==> src/rtl/spec_helper_pkg.sv <==
package spec_helper_pkg;

   // Saturating confidence update: +1 on a correct prediction, clear on a wrong one.
   function automatic logic [7:0] conf_step(input logic [7:0] cur,
                                            input logic       hit,
                                            input logic [7:0] max_val);
      if (!hit)
         return 8'd0;
      else if (cur >= max_val)
         return max_val;
      else
         return cur + 8'd1;
   endfunction

endpackage

==> src/rtl/spec_conf_table.sv <==
module spec_conf_table #(
   parameter  int ENTRIES = 64,
   parameter  int CNT_W   = 2,
   parameter  int THRESH  = 3,
   localparam int IDX_W   = $clog2(ENTRIES)
) (
   input  logic             clk,
   input  logic             rst,
   input  logic [IDX_W-1:0] rd_idx_i,
   output logic             confident_o,
   input  logic             train_valid_i,
   input  logic [IDX_W-1:0] train_idx_i,
   input  logic             train_hit_i
);
   import spec_helper_pkg::*;

   localparam int CNT_MAX = (1 << CNT_W) - 1;

   logic [CNT_W-1:0] tbl [ENTRIES];

   initial begin
      assert (CNT_W >= 1 && CNT_W <= 8) else $error("counter width out of range");
      assert ((1 << IDX_W) == ENTRIES) else $error("entry count must be a power of two");
      assert (THRESH >= 1 && THRESH <= CNT_MAX) else $error("threshold not reachable");
   end

   always_ff @(posedge clk) begin
      if (rst) begin
         for (int i = 0; i < ENTRIES; i++) tbl[i] <= '0;
      end else if (train_valid_i) begin
         tbl[train_idx_i] <= CNT_W'(conf_step(8'(tbl[train_idx_i]), train_hit_i, 8'(CNT_MAX)));
      end
   end

   generate
      if (THRESH == CNT_MAX) begin : g_thr_full
         assign confident_o = &tbl[rd_idx_i];
      end else begin : g_thr_cmp
         assign confident_o = (tbl[rd_idx_i] >= CNT_W'(THRESH));
      end
   endgenerate


   train_clear_chk: assert property (@(posedge clk) disable iff (rst)
      (train_valid_i && !train_hit_i) |=> (tbl[$past(train_idx_i)] == '0));


   train_sat_chk: assert property (@(posedge clk) disable iff (rst)
      (train_valid_i && train_hit_i && tbl[train_idx_i] == CNT_W'(CNT_MAX))
      |=> (tbl[$past(train_idx_i)] == CNT_W'(CNT_MAX)));

endmodule

==> src/rtl/spec_free_pick.sv <==
module spec_free_pick #(
   parameter  int N    = 4,
   localparam int ID_W = $clog2(N)
) (
   input  logic [N-1:0]    free_i,
   output logic            any_o,
   output logic [ID_W-1:0] idx_o
);
   always_comb begin
      idx_o = '0;
      for (int c = N - 1; c >= 0; c--) begin
         if (free_i[c]) idx_o = ID_W'(c);
      end
   end

   assign any_o = |free_i;

endmodule

==> src/rtl/spec_helper_slot.sv <==
module spec_helper_slot #(
   parameter  int N    = 4,
   parameter  int SELF = 0,
   localparam int ID_W = $clog2(N)
) (
   input  logic            clk,
   input  logic            rst,
   input  logic            top_valid_i,
   input  logic [ID_W-1:0] top_core_i,
   input  logic [N-1:0]    finish_i,
   input  logic [N-1:0]    exc_i,
   input  logic            set_i,
   input  logic [ID_W-1:0] set_core_i,
   output logic            valid_o,
   output logic [ID_W-1:0] helper_o,
   output logic            kill_o
);
   logic            valid_q;
   logic [ID_W-1:0] helper_q;
   logic            parent_is_top;

   assign parent_is_top = top_valid_i && (top_core_i == ID_W'(SELF));

   assign kill_o = valid_q && (!parent_is_top || finish_i[SELF] ||
                               finish_i[helper_q] || exc_i[helper_q]);

   always_ff @(posedge clk) begin
      if (rst) begin
         valid_q  <= 1'b0;
         helper_q <= '0;
      end else if (kill_o) begin
         valid_q  <= 1'b0;
      end else if (set_i) begin
         valid_q  <= 1'b1;
         helper_q <= set_core_i;
      end
   end

   assign valid_o  = valid_q;
   assign helper_o = helper_q;


   slot_release_chk: assert property (@(posedge clk) disable iff (rst)
      kill_o |=> !valid_o);


   slot_capture_chk: assert property (@(posedge clk) disable iff (rst)
      (set_i && !valid_o) |=> (valid_o && helper_o == $past(set_core_i)));

endmodule

==> src/rtl/spec_helper_ctrl.sv <==
module spec_helper_ctrl #(
   parameter  int NUM_CORES    = 4,
   parameter  int ADDR_W       = 32,
   parameter  int CONF_ENTRIES = 64,
   parameter  int CONF_W       = 2,
   parameter  int CONF_THRESH  = 3,
   localparam int ID_W         = $clog2(NUM_CORES),
   localparam int IDX_W        = $clog2(CONF_ENTRIES)
) (
   input  logic                        clk,
   input  logic                        rst,
   input  logic [NUM_CORES-1:0]        tls_active_i,
   input  logic                        top_valid_i,
   input  logic [ID_W-1:0]             top_core_i,
   input  logic [NUM_CORES-1:0]        miss_valid_i,
   input  logic [NUM_CORES*ADDR_W-1:0] miss_addr_i,
   input  logic [NUM_CORES-1:0]        miss_pred_i,
   input  logic                        train_valid_i,
   input  logic [ADDR_W-1:0]           train_addr_i,
   input  logic                        train_hit_i,
   input  logic [NUM_CORES-1:0]        finish_i,
   input  logic [NUM_CORES-1:0]        exc_i,
   output logic                        spawn_o,
   output logic [ID_W-1:0]             spawn_core_o,
   output logic [ID_W-1:0]             spawn_parent_o,
   output logic [NUM_CORES-1:0]        kill_o,
   output logic [NUM_CORES-1:0]        suppress_o
);
   initial begin
      assert (NUM_CORES >= 2 && (1 << ID_W) == NUM_CORES)
         else $error("core count must be a power of two, at least 2");
      assert (ADDR_W >= IDX_W) else $error("address narrower than table index");
   end

   logic [ADDR_W-1:0]    top_addr;
   logic                 top_miss;
   logic                 confident;
   logic [NUM_CORES-1:0] free_cores;
   logic                 any_free;
   logic [ID_W-1:0]      pick_core;
   logic [NUM_CORES-1:0] slot_valid;
   logic [NUM_CORES-1:0] slot_kill;
   logic [ID_W-1:0]      slot_helper [NUM_CORES];
   logic                 unused_addr_bits;

   assign unused_addr_bits = ^{miss_addr_i, train_addr_i};

   assign top_addr = miss_addr_i[top_core_i*ADDR_W +: ADDR_W];
   assign top_miss = miss_valid_i[top_core_i] && miss_pred_i[top_core_i];

   spec_conf_table #(
      .ENTRIES (CONF_ENTRIES),
      .CNT_W   (CONF_W),
      .THRESH  (CONF_THRESH)
   ) i_conf (
      .clk           (clk),
      .rst           (rst),
      .rd_idx_i      (top_addr[IDX_W-1:0]),
      .confident_o   (confident),
      .train_valid_i (train_valid_i),
      .train_idx_i   (train_addr_i[IDX_W-1:0]),
      .train_hit_i   (train_hit_i)
   );

   assign free_cores = ~tls_active_i & ~suppress_o;

   spec_free_pick #(.N(NUM_CORES)) i_pick (
      .free_i (free_cores),
      .any_o  (any_free),
      .idx_o  (pick_core)
   );

   generate
      for (genvar p = 0; p < NUM_CORES; p++) begin : g_slot
         spec_helper_slot #(.N(NUM_CORES), .SELF(p)) i_slot (
            .clk         (clk),
            .rst         (rst),
            .top_valid_i (top_valid_i),
            .top_core_i  (top_core_i),
            .finish_i    (finish_i),
            .exc_i       (exc_i),
            .set_i       (spawn_o && (top_core_i == ID_W'(p))),
            .set_core_i  (pick_core),
            .valid_o     (slot_valid[p]),
            .helper_o    (slot_helper[p]),
            .kill_o      (slot_kill[p])
         );
      end
   endgenerate

   // Fold the per-parent records onto helper-core-indexed vectors.
   always_comb begin
      kill_o     = '0;
      suppress_o = '0;
      for (int p = 0; p < NUM_CORES; p++) begin
         if (slot_kill[p])  kill_o[slot_helper[p]]     = 1'b1;
         if (slot_valid[p]) suppress_o[slot_helper[p]] = 1'b1;
      end
   end

   assign spawn_o = top_valid_i && top_miss && confident && any_free &&
                    !slot_valid[top_core_i] && !(|slot_kill);
   assign spawn_core_o   = pick_core;
   assign spawn_parent_o = top_core_i;


   spawn_target_free_chk: assert property (@(posedge clk) disable iff (rst)
      spawn_o |-> (!tls_active_i[spawn_core_o] && !suppress_o[spawn_core_o]));


   kill_beats_spawn_chk: assert property (@(posedge clk) disable iff (rst)
      (|kill_o) |-> !spawn_o);


   spawn_shield_chk: assert property (@(posedge clk) disable iff (rst)
      spawn_o |=> suppress_o[$past(spawn_core_o)]);


   kill_pulse_chk: assert property (@(posedge clk) disable iff (rst)
      (|kill_o) |=> ((kill_o & $past(kill_o)) == '0));


   one_helper_chk: assert property (@(posedge clk) disable iff (rst)
      spawn_o |=> (!spawn_o || spawn_parent_o != $past(spawn_parent_o)));

endmodule

==> config.mk <==
export PLATFORM = sky130hd
export DESIGN_NAME = spec_helper_ctrl
export DESIGN_NICKNAME = d
export VERILOG_FILES = /design/src/rtl/spec_helper_pkg.sv /design/src/rtl/spec_conf_table.sv /design/src/rtl/spec_free_pick.sv /design/src/rtl/spec_helper_slot.sv /design/src/rtl/spec_helper_ctrl.sv
export SDC_FILE = /design/constraint.sdc
export NUM_CORES = 1
export LEC_CHECK = 0
export BUFFER_PORTS_ARGS = -buffer_cell sky130_fd_sc_hd__buf_2
export CAP_MARGIN = 20
export CORE_MARGIN = 4
export CORE_UTILIZATION = 50
export DETAILED_ROUTE_END_ITERATION = 8
export PLACE_DENSITY_LB_ADDON = 0.05
export SLEW_MARGIN = 20
export SYNTH_ARGS = -nofsm -noshare
export SYNTH_HDL_FRONTEND = slang
export SYNTH_SLANG_ARGS = --single-unit
==> constraint.sdc <==
create_clock -name clk -period 2.52 [get_ports clk]
set_input_delay 0.126 -clock clk [delete_from_list [all_inputs] [get_ports clk]]
set_output_delay 0.126 -clock clk [all_outputs]
set_load 0.005 [all_outputs]
Yosys cells after proc, flatten, opt, wreduce, memory -nomap -nowiden
Memory sizes are Yosys's and may differ from the RTL's.
Cells that the tools add are included.
{"block": "word_totals", "reg_bits": 12, "n_memories": 1, "word_cells": 144, "input_bits": 187, "ramBits": 128, "output_inout_bits": 13}
{"block": "classes", "eq_ne": 3, "n_bitwise": 13, "n_shift": 1, "n_reduce_logical": 53, "n_addsub": 1, "muxes": 54, "n_lt_le_gt_ge": 10}
{"memory": "i_conf.tbl", "words": 64, "word_bits": 2, "rd": 2, "rd_ports_with_merged_regs": 0, "write_ports": 64, "line": "spec_conf_table.sv:19", "source": "logic [CNT_W-1:0] tbl [ENTRIES];"}
{"op": "$shiftx A128 B8 Y6", "count": 1}
{"op": "$mux W4", "count": 8}
{"op": "$or A4 B4 Y4", "count": 6}
{"op": "$bmux W1 S2", "count": 11}
{"op": "$logic_and A1 B1 Y1", "count": 22}
{"op": "$mux W1", "count": 21}
{"op": "$mux W2", "count": 9}
{"op": "$lt A2 B3 Y1 const B", "count": 5}
{"op": "$logic_or A1 B1 Y1", "count": 12}
{"op": "$reduce_and A2 Y1", "count": 5}
{"op": "$reduce_or A2 Y1", "count": 5}
{"op": "$demux W1 S2", "count": 4}
{"op": "$ge A2 B1 Y1 const B", "count": 4}
{"op": "$not A4 Y4", "count": 2}
{"op": "$reduce_or A4 Y1", "count": 2}
{"op": "$logic_not A1 Y1", "count": 6}
{"op": "$mux W6", "count": 1}
{"op": "$and A4 B4 Y4", "count": 1}
{"op": "$eq A2 B2 Y1 const B", "count": 2}
{"op": "$not A1 Y1", "count": 4}
{"op": "$add A2 B1 Y2 const B", "count": 1}
{"op": "$eq A2 B1 Y1 const B", "count": 1}
{"op": "$ge A2 B2 Y1 const B", "count": 1}
{"op": "$logic_not A2 Y1", "count": 1}

Longest topological paths before layout
{"block": "depth", "depth_word": 19, "ltp_mapped": 10}

Cells and area by module
A second synthesis with hierarchy kept.
{"block": "unflattened", "hier_cells": 967, "hier_area_um2": 8958.6}
{"module": "spec_conf_table", "seq_area_each_um2": 3843.7, "area_each_um2": 7606.0, "cells_per_inst": 800, "instances": 1}
{"module": "spec_helper_ctrl", "seq_area_each_um2": 0.0, "area_each_um2": 563.0, "cells_per_inst": 74, "instances": 1}
{"module": "spec_helper_slot (g_slot[2].i_slot)", "seq_area_each_um2": 60.1, "area_each_um2": 191.4, "cells_per_inst": 22, "instances": 1}
{"module": "spec_helper_slot (g_slot[0].i_slot)", "seq_area_each_um2": 60.1, "area_each_um2": 190.2, "cells_per_inst": 21, "instances": 1}
{"module": "spec_helper_slot (g_slot[1].i_slot)", "seq_area_each_um2": 60.1, "area_each_um2": 186.4, "cells_per_inst": 22, "instances": 1}
{"module": "spec_helper_slot (g_slot[3].i_slot)", "seq_area_each_um2": 60.1, "area_each_um2": 186.4, "cells_per_inst": 21, "instances": 1}
{"module": "spec_free_pick", "seq_area_each_um2": 0.0, "area_each_um2": 35.0, "cells_per_inst": 7, "instances": 1}

Worst setup path before layout
OpenSTA, ideal clock, no wires.
{"block": "synth_timing", "kind": "reg-to-reg", "startpoint": "memory i_conf.tbl[13][1]", "endpoint": "memory i_conf.tbl[48][1], data pin", "path_slack_ns": -0.008, "setup_ns": 0.254, "arrival_ns": 2.274, "path_stages_with_launch": 9, "n_path_buf": 1, "required_time_ns": 2.266, "path_cell_list": "edfxtp_1 -> and4b_1 -> a2111oi_0 -> nand3_1 -> a22oi_1 -> nand3_2 -> o41ai_4 -> buf_6 -> nor2_2"}
{"item": "start: declaration", "line": "spec_conf_table.sv:19"}

==> results.yml <==
critical_path:
  crit_fanout: 8
  crit_arrival_ns: 2.80
  r2r-end: "i_conf.tbl[62][0]"
  end_kind: "flip-flop"
  crit_type: "flip-flop to flip-flop"
  reg2reg_depth: 11
  r2r_slack_ns: -0.10
  critPathLaunchType: "flip-flop"
  crit_required_ns: 2.70
  r2r_start: "i_conf.tbl[22][1]"
route:
  drtAntennaViolNets: 0
  wl_per_cell_um: 22.8
  drt_iter0_drc: 772
  dr.pass1.iters: 6
  drt-total-wl_um: 27800
  drc: 0
  vias: 7615
  via_per_inst: 6.24
yosys:
  synth_fp_nets: 1022
  yosysMostFrequentCell: "edfxtp_1"
  ys_ff_latch: 140
  ys_types: 66
  synth_top_area_cell: "edfxtp_1"
  synth_edf_count: 128
  ys.flop_type: "edfxtp_1"
  yosysWarnings: 0
  synth-async-reset-ratio_pct: 0
  avgSynthCellArea_um2: 10.2
  syn_inst: 835
  seq_area_frac_synth_pct: 47.9
  netlist_area_um2: 8520
  synth_top_area_share_pct: 45.1
  synthTopCellsByArea: "edfxtp_1, nand2b_1, nand2_1"
  ys_top_cells_by_count: "edfxtp_1, nand2_1, nor2_1"
clock_tree:
  holdBufCountCts: 0
  numCtsBuffers: 17
  htree_levels: 4
  clock-root-buffer: "clkbuf_16"
  clock-sinks: 140
  cts_tree: "built"
  clk_path_buf_depth: 2
  clock_latency_ns: 0.43
  path_clk_slew_ns: 0.06
die:
  fp.dieH_um: 139
  dieWidth_um: 139
  coreArea_um2: 16600
  start_util_pct: 51.2
  ioPinCount: 200
  die-area_um2: 19200
  rows: 47
power:
  p_leak_nw: 4.10
  ir_drop_v: 0.000531
  powerDensity_nw_per_um2: 577
sta:
  fin_crit_ns: 2.62
  setup_ws_ns: -0.102
  slew_headroom_pct: 50.8
  fmax_mhz: 381
  grt_setup_unrepaired: "yes"
  finalClockSkew_ns: 0.00865
  tightest_slew_ns: 0.738
  finalSetupViolCount: 130
  finalSetupTns_ns: -7.42
  hold-worst-slack_ns: 0.111
  finalHoldViolCount: 0
  finalCritPeriodShare_pct: 104
  maxSlewViolCount: 0
final_layout:
  finalNonFillerCells: 1221
  antenna_cells: 0
  syn2layout_area_growth_pct: 30.0
  nNetsFinal: 1175
  drive_gt1_share_pct: 34.2
outcome:
  violations: "setup timing"
  outcome: "finished, violations left"
placement:
  dp_slack_ns: -0.241
  post-dp-hpwl_um: 18900
  dp.cells: 1164
  place_congestion: 0.938
  portBuffers: 69
grt:
  first_global_vias: 7386
  gr-total-overflow: 0
  track_usage_pct: 27.1
  grt_first_pass_wirelength_um: 40700
  grt_max_degree: 79
  antenna_found_initial: 0
worst_hold_path:
  hold_end: "g_slot[1].i_slot.valid_o"
  worstHoldPathType: "primary input to flip-flop"
  hp-start: "finish_i[1]"
  hold_path_depth: 4
job:
  max_cap_viol_count: 0
[layer usage]
metal	wire length (um)	vias to the layer above	track usage [%]
met5	0	-	0
met4	1110	0	10.8
met3	2380	85	6.25
met2	13400	431	44.8
met1	10800	3699	34.8
li1	-	3400	-
[power by group]
group	internal, mW	leakage, nW	switching, mW
Sequential	2.60	1.42	0.0568
Clock	1.56	0.291	1.03
Combinational	0.521	2.39	0.623
Total	4.69	4.10	1.71
[sequential cells by signal, summed over array words and instances, names as in the netlist]
signal	count
i_conf.tbl	128
g_slot.i_slot.helper_o	8
g_slot.i_slot.valid_o	4
[worst max path at each step]
| stage | from | to | slack, ns | cells past startpoint |
|---|---|---|---|---|
| finish | i_conf.tbl[22][1] | i_conf.tbl[62][0] | -0.10 | 11 |
| global route | i_conf.tbl[22][1] | i_conf.tbl[1][0] | -0.14 | 11 |
| CTS | i_conf.tbl[3][0] | i_conf.tbl[27][1] | -0.04 | 9 |
| detailed placement | top_core_i[0] | g_slot[2].i_slot.valid_o | -0.24 | 9 |
| global placement | train_addr_i[0] | i_conf.tbl[36][1] | -0.25 | 11 |
| floorplan | train_addr_i[0] | i_conf.tbl[48][1] | 0.003 | 9 |
[cells by family after synthesis]
kind of cell / synth area share (%)
multiplexers: 5.68
AO/OA/AOI/OAI: 13.2
buffers and inverters: 4.57
flip-flops: 47.9
AND/OR/NAND/NOR: 28.6
[cell usage in the layout, fill, tap and decap left out, drive strengths merged, types with 7 or more instances in the layout]
cell type,n
clkbuf,28
nand4,13
inv,14
dfxtp,12
nand3,25
o211ai,14
buf,185
nor2,154
a22oi,58
nor3b,10
nor2b,14
clkinv,8
nor3,10
a2111oi,7
and4b,9
mux4,16
nand2,119
edfxtp,128
nand3b,9
mux2i,9
nand2b,78
[through the flow]
step,power (mW),area (um^2),utilization [%]
after floorplan,3.20,8530,-
after global placement,3.56,9700,58.3
after detailed placement,3.58,9700,58.3
after CTS,6.20,10500,63.0
after global routing,6.58,11100,66.6
final,6.39,11100,66.6
[timing repair]
action / in CTS / in global routing
gates resized for setup: 27 / 58
setup buffers: 7 / 6
setup endpoints to repair: 135 / 144
pin swaps: 9 / 18
cloned: 1 / 12
[layout make-up]
type	instances	area, um^2
Fill cell	1312	5570
Multi-Input combinational cell	622	4400
Sequential cell	140	4090
Timing Repair Buffer	195	1670
Clock buffer	18	429
Tap cell	220	275
Clock inverter	14	170
Inverter	12	45.0
[critical path: stages, from the launching register on]
cell	delay, ns
edfxtp_1	0.42
and4b_1	0.26
a2111oi_4	0.32
nand3_1	0.17
a22oi_2	0.20
nand3_2	0.13
buf_4	0.16
buf_4	0.13
o21ai_4	0.19
buf_12	0.18
clkbuf_16	0.17
nor2_1	0.04
(Power assumes the default switching activity.)
